--- config.mk ---
export PLATFORM = sky130hd
export DESIGN_NAME = dmaPageChain
export DESIGN_NICKNAME = d
export VERILOG_FILES = /design/src/rtl/dmaPkg.sv /design/src/rtl/dmaRegFile.sv /design/src/rtl/dmaControl.sv /design/src/rtl/dmaDatapath.sv /design/src/rtl/dmaPageChain.sv
export SDC_FILE = /design/constraint.sdc
export NUM_CORES = 1
export LEC_CHECK = 0
export ABC_AREA = 1
export BUFFER_PORTS_ARGS = -buffer_cell sky130_fd_sc_hd__buf_2
export CAP_MARGIN = 5
export CORE_AREA = 10 10 146 148
export DETAILED_ROUTE_END_ITERATION = 8
export DIE_AREA = 0 0 156 158
export PLACE_DENSITY = 0.7
export SETUP_SLACK_MARGIN = 0.5
export SLEW_MARGIN = 10
export SYNTH_ARGS = -nofsm -noshare
export SYNTH_HDL_FRONTEND = slang
export SYNTH_SLANG_ARGS = --single-unit
--- constraint.sdc ---
create_clock -name clk -period 3.4 [get_ports clk]
set_input_delay 0.17 -clock clk [delete_from_list [all_inputs] [get_ports clk]]
set_output_delay 0.17 -clock clk [all_outputs]
set_load 0.02 [all_outputs]
--- src/rtl/dmaPkg.sv ---
package dmaPkg;

  typedef enum logic [1:0] {
    ST_IDLE,
    ST_CHECK,
    ST_BUS,
    ST_FINISH
  } dmaStateT;

  // Strobes from control to datapath and register file, one cycle each.
  typedef struct packed {
    logic loadActive;
    logic stepBeat;
    logic clearStatus;
    logic setDone;
    logic setErr;
  } dmaStrobeT;

  localparam logic [2:0] OFS_CTRL   = 3'd0;
  localparam logic [2:0] OFS_STATUS = 3'd1;
  localparam logic [2:0] OFS_ADDR   = 3'd2;
  localparam logic [2:0] OFS_COUNT  = 3'd3;
  localparam logic [2:0] OFS_SETUP  = 3'd4;

  localparam int SETUP_DIR_BIT   = 8;
  localparam int SETUP_CHAIN_BIT = 16;

endpackage

--- src/rtl/dmaRegFile.sv ---
module dmaRegFile
  import dmaPkg::*;
#(
  parameter int WORD_W = 32,
  parameter int DEV_W  = 4
) (
  input  logic              clk,
  input  logic              rstN,
  input  logic              regWrEn,
  input  logic [2:0]        regAddr,
  input  logic [WORD_W-1:0] regWrData,
  output logic [WORD_W-1:0] regRdData,
  input  logic              busy,
  input  dmaStrobeT         strobe,
  output logic              startPulse,
  output logic [WORD_W-1:0] cfgAddr,
  output logic [WORD_W-1:0] cfgCount,
  output logic [DEV_W-1:0]  cfgDev,
  output logic              cfgDir,
  output logic              cfgChain,
  output logic              irq
);

  logic doneQ;
  logic errQ;
  logic statusWr;
  logic [WORD_W-1:0] setupWord;
  logic [WORD_W-1:0] statusWord;

  assign startPulse = regWrEn && (regAddr == OFS_CTRL) && regWrData[0];
  assign statusWr   = regWrEn && (regAddr == OFS_STATUS);

  always_ff @(posedge clk) begin
    if (!rstN) begin
      cfgAddr  <= '0;
      cfgCount <= '0;
      cfgDev   <= '0;
      cfgDir   <= 1'b0;
      cfgChain <= 1'b0;
    end else if (regWrEn) begin
      case (regAddr)
        OFS_ADDR:  cfgAddr <= regWrData;
        OFS_COUNT: cfgCount <= regWrData;
        OFS_SETUP: begin
          cfgDev   <= regWrData[DEV_W-1:0];
          cfgDir   <= regWrData[SETUP_DIR_BIT];
          cfgChain <= regWrData[SETUP_CHAIN_BIT];
        end
        default: ;
      endcase
    end
  end

  // Sticky status: set strobes win over a same-cycle software clear.
  always_ff @(posedge clk) begin
    if (!rstN) begin
      doneQ <= 1'b0;
      errQ  <= 1'b0;
    end else if (strobe.clearStatus) begin
      doneQ <= 1'b0;
      errQ  <= 1'b0;
    end else begin
      doneQ <= strobe.setDone | (doneQ & ~(statusWr & regWrData[1]));
      errQ  <= strobe.setErr  | (errQ  & ~(statusWr & regWrData[2]));
    end
  end

  assign irq = doneQ | errQ;

  always_comb begin
    setupWord = '0;
    setupWord[DEV_W-1:0]      = cfgDev;
    setupWord[SETUP_DIR_BIT]   = cfgDir;
    setupWord[SETUP_CHAIN_BIT] = cfgChain;
  end

  assign statusWord = {{(WORD_W-3){1'b0}}, errQ, doneQ, busy};

  always_comb begin
    case (regAddr)
      OFS_STATUS: regRdData = statusWord;
      OFS_ADDR:   regRdData = cfgAddr;
      OFS_COUNT:  regRdData = cfgCount;
      OFS_SETUP:  regRdData = setupWord;
      default:    regRdData = '0;
    endcase
  end

endmodule

--- src/rtl/dmaControl.sv ---
module dmaControl
  import dmaPkg::*;
(
  input  logic      clk,
  input  logic      rstN,
  input  logic      startPulse,
  input  logic      busGrant,
  input  logic      actBad,
  input  logic      actEmpty,
  input  logic      lastBeat,
  input  logic      actChain,
  output dmaStrobeT strobe,
  output logic      busReq,
  output logic      busy
);

  dmaStateT state;
  dmaStateT stateNext;

  always_ff @(posedge clk) begin
    if (!rstN) state <= ST_IDLE;
    else       state <= stateNext;
  end

  always_comb begin
    stateNext = state;
    strobe    = '0;
    case (state)
      ST_IDLE: begin
        if (startPulse) begin
          strobe.loadActive  = 1'b1;
          strobe.clearStatus = 1'b1;
          stateNext          = ST_CHECK;
        end
      end
      ST_CHECK: begin
        if (actBad) begin
          strobe.setErr = 1'b1;
          stateNext     = ST_IDLE;
        end else if (actEmpty) begin
          stateNext = ST_FINISH;
        end else begin
          stateNext = ST_BUS;
        end
      end
      ST_BUS: begin
        if (busGrant) begin
          strobe.stepBeat = 1'b1;
          if (lastBeat) stateNext = ST_FINISH;
        end
      end
      ST_FINISH: begin
        if (actChain) begin
          strobe.loadActive = 1'b1;
          stateNext         = ST_CHECK;
        end else begin
          strobe.setDone = 1'b1;
          stateNext      = ST_IDLE;
        end
      end
      default: stateNext = ST_IDLE;
    endcase
  end

  assign busReq = (state == ST_BUS);
  assign busy   = (state != ST_IDLE);

endmodule

--- src/rtl/dmaDatapath.sv ---
module dmaDatapath
  import dmaPkg::*;
#(
  parameter int WORD_W     = 32,
  parameter int DEV_W      = 4,
  parameter int PAGE_BYTES = 4096
) (
  input  logic              clk,
  input  logic              rstN,
  input  dmaStrobeT         strobe,
  input  logic [WORD_W-1:0] cfgAddr,
  input  logic [WORD_W-1:0] cfgCount,
  input  logic [DEV_W-1:0]  cfgDev,
  input  logic              cfgDir,
  input  logic              cfgChain,
  input  logic [WORD_W-1:0] busRdData,
  input  logic [WORD_W-1:0] devRdData,
  output logic              actBad,
  output logic              actEmpty,
  output logic              lastBeat,
  output logic              actChain,
  output logic [WORD_W-1:0] busAddr,
  output logic              busWrEn,
  output logic [WORD_W-1:0] busWrData,
  output logic [DEV_W-1:0]  devId,
  output logic              devStrobe,
  output logic [WORD_W-1:0] devWrData
);

  localparam int WORD_BYTES = WORD_W / 8;
  localparam int ALIGN_BITS = $clog2(WORD_BYTES);
  localparam int PAGE_BITS  = $clog2(PAGE_BYTES);
  localparam int WCNT_W     = PAGE_BITS - ALIGN_BITS + 1;

  logic [WORD_W-1:0] actAddr;
  logic [WCNT_W-1:0] actWords;
  logic              actDir;
  logic              misaligned;
  logic              crossesPage;
  logic [WORD_W:0]   endOffset;

  // Validation of the programmed request, judged at the load edge.
  assign misaligned  = (|cfgAddr[ALIGN_BITS-1:0]) || (|cfgCount[ALIGN_BITS-1:0]);
  assign endOffset   = {{(WORD_W-PAGE_BITS+1){1'b0}}, cfgAddr[PAGE_BITS-1:0]} + {1'b0, cfgCount};
  assign crossesPage = endOffset > (WORD_W+1)'(PAGE_BYTES);

  always_ff @(posedge clk) begin
    if (!rstN) begin
      actAddr  <= '0;
      actWords <= '0;
      actDir   <= 1'b0;
      actChain <= 1'b0;
      actBad   <= 1'b0;
      actEmpty <= 1'b0;
      devId    <= '0;
    end else if (strobe.loadActive) begin
      actAddr  <= cfgAddr;
      actWords <= cfgCount[PAGE_BITS:ALIGN_BITS];
      actDir   <= cfgDir;
      actChain <= cfgChain;
      actBad   <= misaligned || crossesPage;
      actEmpty <= (cfgCount == '0);
      devId    <= cfgDev;
    end else if (strobe.stepBeat) begin
      actAddr  <= actAddr + WORD_W'(WORD_BYTES);
      actWords <= actWords - WCNT_W'(1);
    end
  end

  assign lastBeat  = (actWords == WCNT_W'(1));
  assign busAddr   = actAddr;
  assign devStrobe = strobe.stepBeat;
  assign busWrEn   = strobe.stepBeat && !actDir;
  assign busWrData = devRdData;
  assign devWrData = busRdData;

endmodule

--- src/rtl/dmaPageChain.sv ---
module dmaPageChain
  import dmaPkg::*;
#(
  parameter int WORD_W     = 32,
  parameter int DEV_W      = 4,
  parameter int PAGE_BYTES = 4096
) (
  input  logic              clk,
  input  logic              rstN,
  input  logic              regWrEn,
  input  logic [2:0]        regAddr,
  input  logic [WORD_W-1:0] regWrData,
  output logic [WORD_W-1:0] regRdData,
  output logic              busReq,
  input  logic              busGrant,
  output logic [WORD_W-1:0] busAddr,
  output logic              busWrEn,
  output logic [WORD_W-1:0] busWrData,
  input  logic [WORD_W-1:0] busRdData,
  output logic [DEV_W-1:0]  devId,
  output logic              devStrobe,
  input  logic [WORD_W-1:0] devRdData,
  output logic [WORD_W-1:0] devWrData,
  output logic              irq
);

  dmaStrobeT         strobe;
  logic              busy;
  logic              startPulse;
  logic [WORD_W-1:0] cfgAddr;
  logic [WORD_W-1:0] cfgCount;
  logic [DEV_W-1:0]  cfgDev;
  logic              cfgDir;
  logic              cfgChain;
  logic              actBad;
  logic              actEmpty;
  logic              lastBeat;
  logic              actChain;

  dmaRegFile #(.WORD_W(WORD_W), .DEV_W(DEV_W)) uRegs (
    .clk(clk), .rstN(rstN), .regWrEn(regWrEn), .regAddr(regAddr),
    .regWrData(regWrData), .regRdData(regRdData), .busy(busy),
    .strobe(strobe), .startPulse(startPulse), .cfgAddr(cfgAddr),
    .cfgCount(cfgCount), .cfgDev(cfgDev), .cfgDir(cfgDir),
    .cfgChain(cfgChain), .irq(irq)
  );

  dmaControl uCtrl (
    .clk(clk), .rstN(rstN), .startPulse(startPulse), .busGrant(busGrant),
    .actBad(actBad), .actEmpty(actEmpty), .lastBeat(lastBeat),
    .actChain(actChain), .strobe(strobe), .busReq(busReq), .busy(busy)
  );

  dmaDatapath #(.WORD_W(WORD_W), .DEV_W(DEV_W), .PAGE_BYTES(PAGE_BYTES)) uPath (
    .clk(clk), .rstN(rstN), .strobe(strobe), .cfgAddr(cfgAddr),
    .cfgCount(cfgCount), .cfgDev(cfgDev), .cfgDir(cfgDir),
    .cfgChain(cfgChain), .busRdData(busRdData), .devRdData(devRdData),
    .actBad(actBad), .actEmpty(actEmpty), .lastBeat(lastBeat),
    .actChain(actChain), .busAddr(busAddr), .busWrEn(busWrEn),
    .busWrData(busWrData), .devId(devId), .devStrobe(devStrobe),
    .devWrData(devWrData)
  );

endmodule

## Word-level counts from Yosys, hierarchy flattened

Cells that the tools add are included.

- Bits in registers: 125
- Input port bits: 103
- Word-level logic and storage cells: 81

- $add $sub $neg: 3
- Order comparisons: 1
- Eq/ne operators: 11
- Muxes and demuxes: 22
- Bitwise logic cells: 10
- Reduce and logical (&&, ||, !) cells: 19

Operators by type and width:

| cell | number |
|---|---|
| $pmux 32 s4 | 1 |
| $mux 32 | 2 |
| $add 12x32->33 | 1 |
| $gt 33x13->1 const B | 1 |
| $add 32x3->32 const B | 1 |
| $logic_not 32->1 | 1 |
| $mux 11 | 2 |
| $eq 11x1->1 const B | 1 |
| $mux 1 | 11 |
| $sub 11x1->11 const B | 1 |
| $mux 2 | 4 |
| $pmux 2 s4 | 1 |
| $eq 3x2->1 const B | 2 |
| $reduce_and 2->1 | 3 |
| $reduce_or 2->1 | 3 |
| $and 1x1->1 | 4 |
| $eq 2x2->1 const B | 2 |
| $logic_and 1x1->1 | 4 |
| $ne 2x1->1 const B | 2 |
| $reduce_bool 2->1 | 2 |
| $eq 3x1->1 const B | 1 |
| $eq 3x3->1 const B | 1 |
| $logic_not 3->1 | 1 |
| $not 1->1 | 3 |
| other kinds (8) | 11 |

## Longest topological paths before layout

- Depth in word-level cells: 6
- Mapped depth: 18

## Modules after synthesis

From an unflattened synthesis, not the netlist that was laid out.

- Cell total of the unflattened synthesis: 1461
- Area, all modules: 8859.7 um^2

By module, submodules not included:

| module | instances | cells an instance | area each (um^2) | sequential area each (um^2) |
|---|---|---|---|---|
| dmaDatapath | 1 | 848 | 5066.1 | 1021.0 |
| dmaRegFile | 1 | 573 | 3554.7 | 1441.4 |
| dmaControl | 1 | 40 | 239.0 | 40.0 |

## Worst setup path after synthesis

No wires, ideal clock.

- Path type: flip-flop to flip-flop
- Start point: reg uRegs.cfgAddr[0]
- End point: reg uPath.actBad
- Arrival time: 2011 ps
- Setup slack: 1272 ps
- Stages on the path, launching flop included: 16
- Cell sequence: dfxtp_1 > ha_1 > fa_1 > or2_2 > nor2_1 > nand2_1 > nor2_1 > nand2_1 > nor2_1 > nand2_1 > nor2_1 > nand4_1 > nand2_1 > nand2_1 > nor2_1 > nor2_1

- Cells in the longest elaborated chain, start to end: 3
- Elaborated cells between the ends (all ways): 5

Ends and longest elaborated chain:

| element | RTL line | RTL |
|---|---|---|
| from (decl) | dmaRegFile.sv:16 | `output logic [WORD_W-1:0] cfgAddr,` |
| from (signal assigned) | dmaRegFile.sv:42 | `OFS_ADDR: cfgAddr <= regWrData;` |
| $add 12x32->33 or $reduce_or 2->1 (tied branches) | dmaDatapath.sv:44, dmaDatapath.sv:43 |  |
| $gt 33x13->1 or $logic_or 1x1->1 (tied branches) | dmaDatapath.sv:45, dmaDatapath.sv:43 |  |
| $logic_or 1x1->1 * | dmaDatapath.sv:61 | `actBad <= misaligned \|\| crossesPage;` |
| to (signal assigned) | dmaDatapath.sv:61 |  |
| to (decl) | dmaDatapath.sv:18 | `output logic actBad,` |

Every way passes the cells marked *; elsewhere a longest branch is shown, timed or not.
A chain may end at the register's enable or synchronous reset.

## Worst setup path in the final report

- Start point: reg uCtrl.state[0]
- End point: reg uPath.actWords[4]

- Cells in the longest elaborated chain, start to end: 3
- Elaborated cells between the ends (all ways): 7

Ends and longest elaborated chain:

| element | RTL line | RTL |
|---|---|---|
| from (decl) | dmaControl.sv:17 | `dmaStateT state;` |
| from (signal assigned) | dmaControl.sv:22 | `else state <= stateNext;` |
| $eq 2x2->1 or $logic_not 2->1 (tied branches) | dmaControl.sv:28 | `case (state)` |
| $pmux 1 s2 or $mux 1 (tied branches) | dmaControl.sv:28 |  |
| $mux 11 or $reduce_bool 2->1 (tied branches) | n/a |  |
| to (signal assigned) | dmaDatapath.sv:58 | `actWords <= cfgCount[PAGE_BITS:ALIGN_BITS];` |
| to (signal assigned) | dmaDatapath.sv:66 | `actWords <= actWords - WCNT_W'(1);` |
| to (decl) | dmaDatapath.sv:36 | `logic [WCNT_W-1:0] actWords;` |

Parallel ways exist; a longest one is shown, timed or not.

==> metrics <==
total core area=about 18,000 µm²; vias in the first global route=8,135; Reg area=2500 µm²; syn nets=roughly 1,400; Psw=925 µW; Seq pwr share=0.434; post-route minimum period=roughly 2.4 ns; Synth Warn #=0; Syn Std Cell Area=8180 µm²; largest net degree at the start of global routing=47; post-synthesis sequential area ratio=0.306; post-CTS setup buffer count=0; DRC errors left=0; GPL Wtd Cong=0.922; Via Count=8,465; final count of negative-setup-slack endpoints=0; MaxCap Viol Count=0; highest clock rate=414 MHz; Slew Limit Fails=0; maximum vdd drop=425 µV; Mapped Avg Cell Area=6.52 µm²; HP Class=in -> reg; DIE WIDTH=156 µm; P_int=2.64 mW; area grow syn2layout=10.5%; CP Max Fanout=10; port bufs=110; most frequent cells in the layout=nand2_1, inv_1, nor2_1; clk_skew=0.00730 ns; Reg clk slew, reported paths=0.06 ns; Num CTS Buffers=17; commonest non-fill, non-tap cell in the layout=nand2_1; I/O pins=239; drt initial violations=685; Final #Nets=1,414; Total Routing Usage GR=0.227; share of the synthesized area in the top cell type=0.306; H-Tree Depth=4; WL/cell=between 15 and 20 µm; leakage power=4.09 nW; register bit total from synthesis=125; Comb power frac=0.089; Arr. time, crit path=2.77 ns; leading area contributor after synthesis=dfxtp_1; drt total wl=28,400 µm; DRT Pass-1 Iters=6; clk root buf=clkbuf_16; # fillers=between 1,500 and 2,000; post-DP HPWL=about 22,000 µm; first-pass GRT wire length=roughly 45,000 µm; largest cells by area after synthesis=dfxtp_1, nand2_1, o21ai_0; Mapped Cells=1,254; post-route ant nets=0; unrepaired setup endpoints after global routing=no; CTS tree=built; ratio of cells with drive above 1 in the final layout=0.150; Clock Latency Late Sink=0.42 ns; final hold vios=0; Rel. slew slack=0.224; gr ovfl total=0; unique cell type count in the Yosys netlist=47; TritonCTS Sinks=125; outcome=finished clean; Setup CP Type=reg -> reg; total power=3.57 mW; initial core utilization=0.443; die height=158 µm; Clock Path Buffers=2; Worst Setup End Kind=register; Sw Share=0.259; num rows=50; cell area power density=394 nW/µm²; CP Data Required Time=3.76 ns; initial antenna violation count=1; vias per cell=roughly 5.5; setup tns final=0 ns; die footprint=24,600 µm²; Worst-Margin Slew=about 1.2 ns; crit share post-route=0.710; CP startpoint kind=register; Clock power frac=0.477; multi-input combinational cell area=4440 µm²
==> Yosys cell counts, drive strengths merged <==
cell      n
nand3    65
nor2    147
a221oi    5
a21oi    81
buf      76
a221o     3
o211ai    2
clkinv    4
fa        1
xnor2    10
a31oi    15
a211oi    1
a22oi     2
inv     150
o311ai    2
clkbuf   32
o22ai    11
xor2     26
o21ai   121
and2      1
nand3b    4
or2       8
nor3     25
or4       1
nand4    23
dfxtp   125
o221ai    5
ha       19
nor4     13
nand2   276
==> metal layers <==
metal,wire length [µm],vias to the layer above,share of wire,global-route usage
met2,12700,382,0.45,0.355
met1,12000,3867,0.42,0.285
met3,2450,91,0.086,0.0589
met5,0,-,0,0
li1,-,4125,-,-
met4,1290,0,0.045,0.112
==> flip-flops by register name (all words and copies together), names as in the netlist, named ones only <==
register,flops
uPath.busAddr,32
uRegs.cfgAddr,32
uRegs.cfgCount,32
uPath.actWords,11
uPath.devId,4
uRegs.cfgDev,4
uCtrl.state,1
uPath.actBad,1
uPath.actChain,1
uPath.actDir,1
uPath.actEmpty,1
uRegs.cfgChain,1
uRegs.cfgDir,1
uRegs.doneQ,1
uRegs.errQ,1
==> power by group through the flow <==
stage                     clock network (mW)  logic (mW)  registers [mW]
after global placement                     0       0.304            1.58
after floorplan                            0       0.301            1.56
after CTS                               1.71       0.313            1.55
final                                   1.70       0.319            1.55
after detailed placement                   0       0.305            1.58
after global routing                    1.77       0.350            1.55
==> final timing paths <==
path / end / start / cells past startpoint / slack [ns]
setup / recovery: uPath.actWords[4] / uCtrl.state[0] / 9 / 0.99
hold / removal: uRegs.cfgAddr[28] / regWrData[28] / 3 / 0.007
setup reg to reg: uPath.actWords[4] / uCtrl.state[0] / 9 / 0.99
hold reg to reg: uRegs.cfgChain / uRegs.cfgChain / 2 / 0.47
==> area by class of cell <==
| type | instances | area share |
|---|---|---|
| diodes | 1 | 0.000277 |
| clock buffers | 24 | 0.0522 |
| clock inverters | 7 | 0.00720 |
| inverters | 154 | 0.0640 |
| multi-input cells | 867 | 0.491 |
| flip-flops and latches | 125 | 0.277 |
| well taps | 234 | 0.0324 |
| repair buffers | 126 | 0.0759 |
==> per-stage QoR <==
| stage | hold slack, ns | setup slack [ns] | area (µm²) | std cells | util |
|---|---|---|---|---|---|
| 2_1_floorplan | 0.305 | 1.27 | 8180 | 1254 | - |
| 3_3_place_gp | 0.340 | 1.09 | 8440 | 1500 | 0.457 |
| 3_5_place_dp | 0.340 | 1.04 | 8440 | 1500 | 0.457 |
| 4_1_cts | 0.000534 | 1.01 | 9040 | 1537 | 0.490 |
| 5_1_grt | 0.00939 | 0.572 | 9040 | 1537 | 0.490 |
| 6_report | 0.00746 | 0.987 | 9040 | 1538 | 0.490 |
==> worst max-delay path: stages (launching register included) <==
cell	delay, ns
dfxtp_1	0.42
inv_1	0.09
ha_1	0.26
nand2_1	0.29
inv_1	0.16
nor2_2	0.28
clkinv_1	0.39
o21ai_0	0.30
nand2_1	0.09
inv_1	0.08
==> logic make-up (layout without fill, tap and decap cells) <==
logic type | count (synthesis) | after routing | share of synthesized area
AND/OR/NAND/NOR | 563 | 563 | 0.307
buffers and inverters | 262 | 311 | 0.152
AO/OA/AOI/OAI | 248 | 248 | 0.165
flip-flops | 125 | 125 | 0.306
XOR/XNOR | 36 | 36 | 0.0386
adder cells (fa/ha/maj) | 20 | 20 | 0.0315
other | 0 | 1 | 0
==> repair_timing <==
action / in CTS / in global routing
hold buffers: 6 / 0
endpoints found under the hold margin: 6 / 0
resized for setup: 0 / 0
Note: power is estimated with default switching activity, not from simulation.
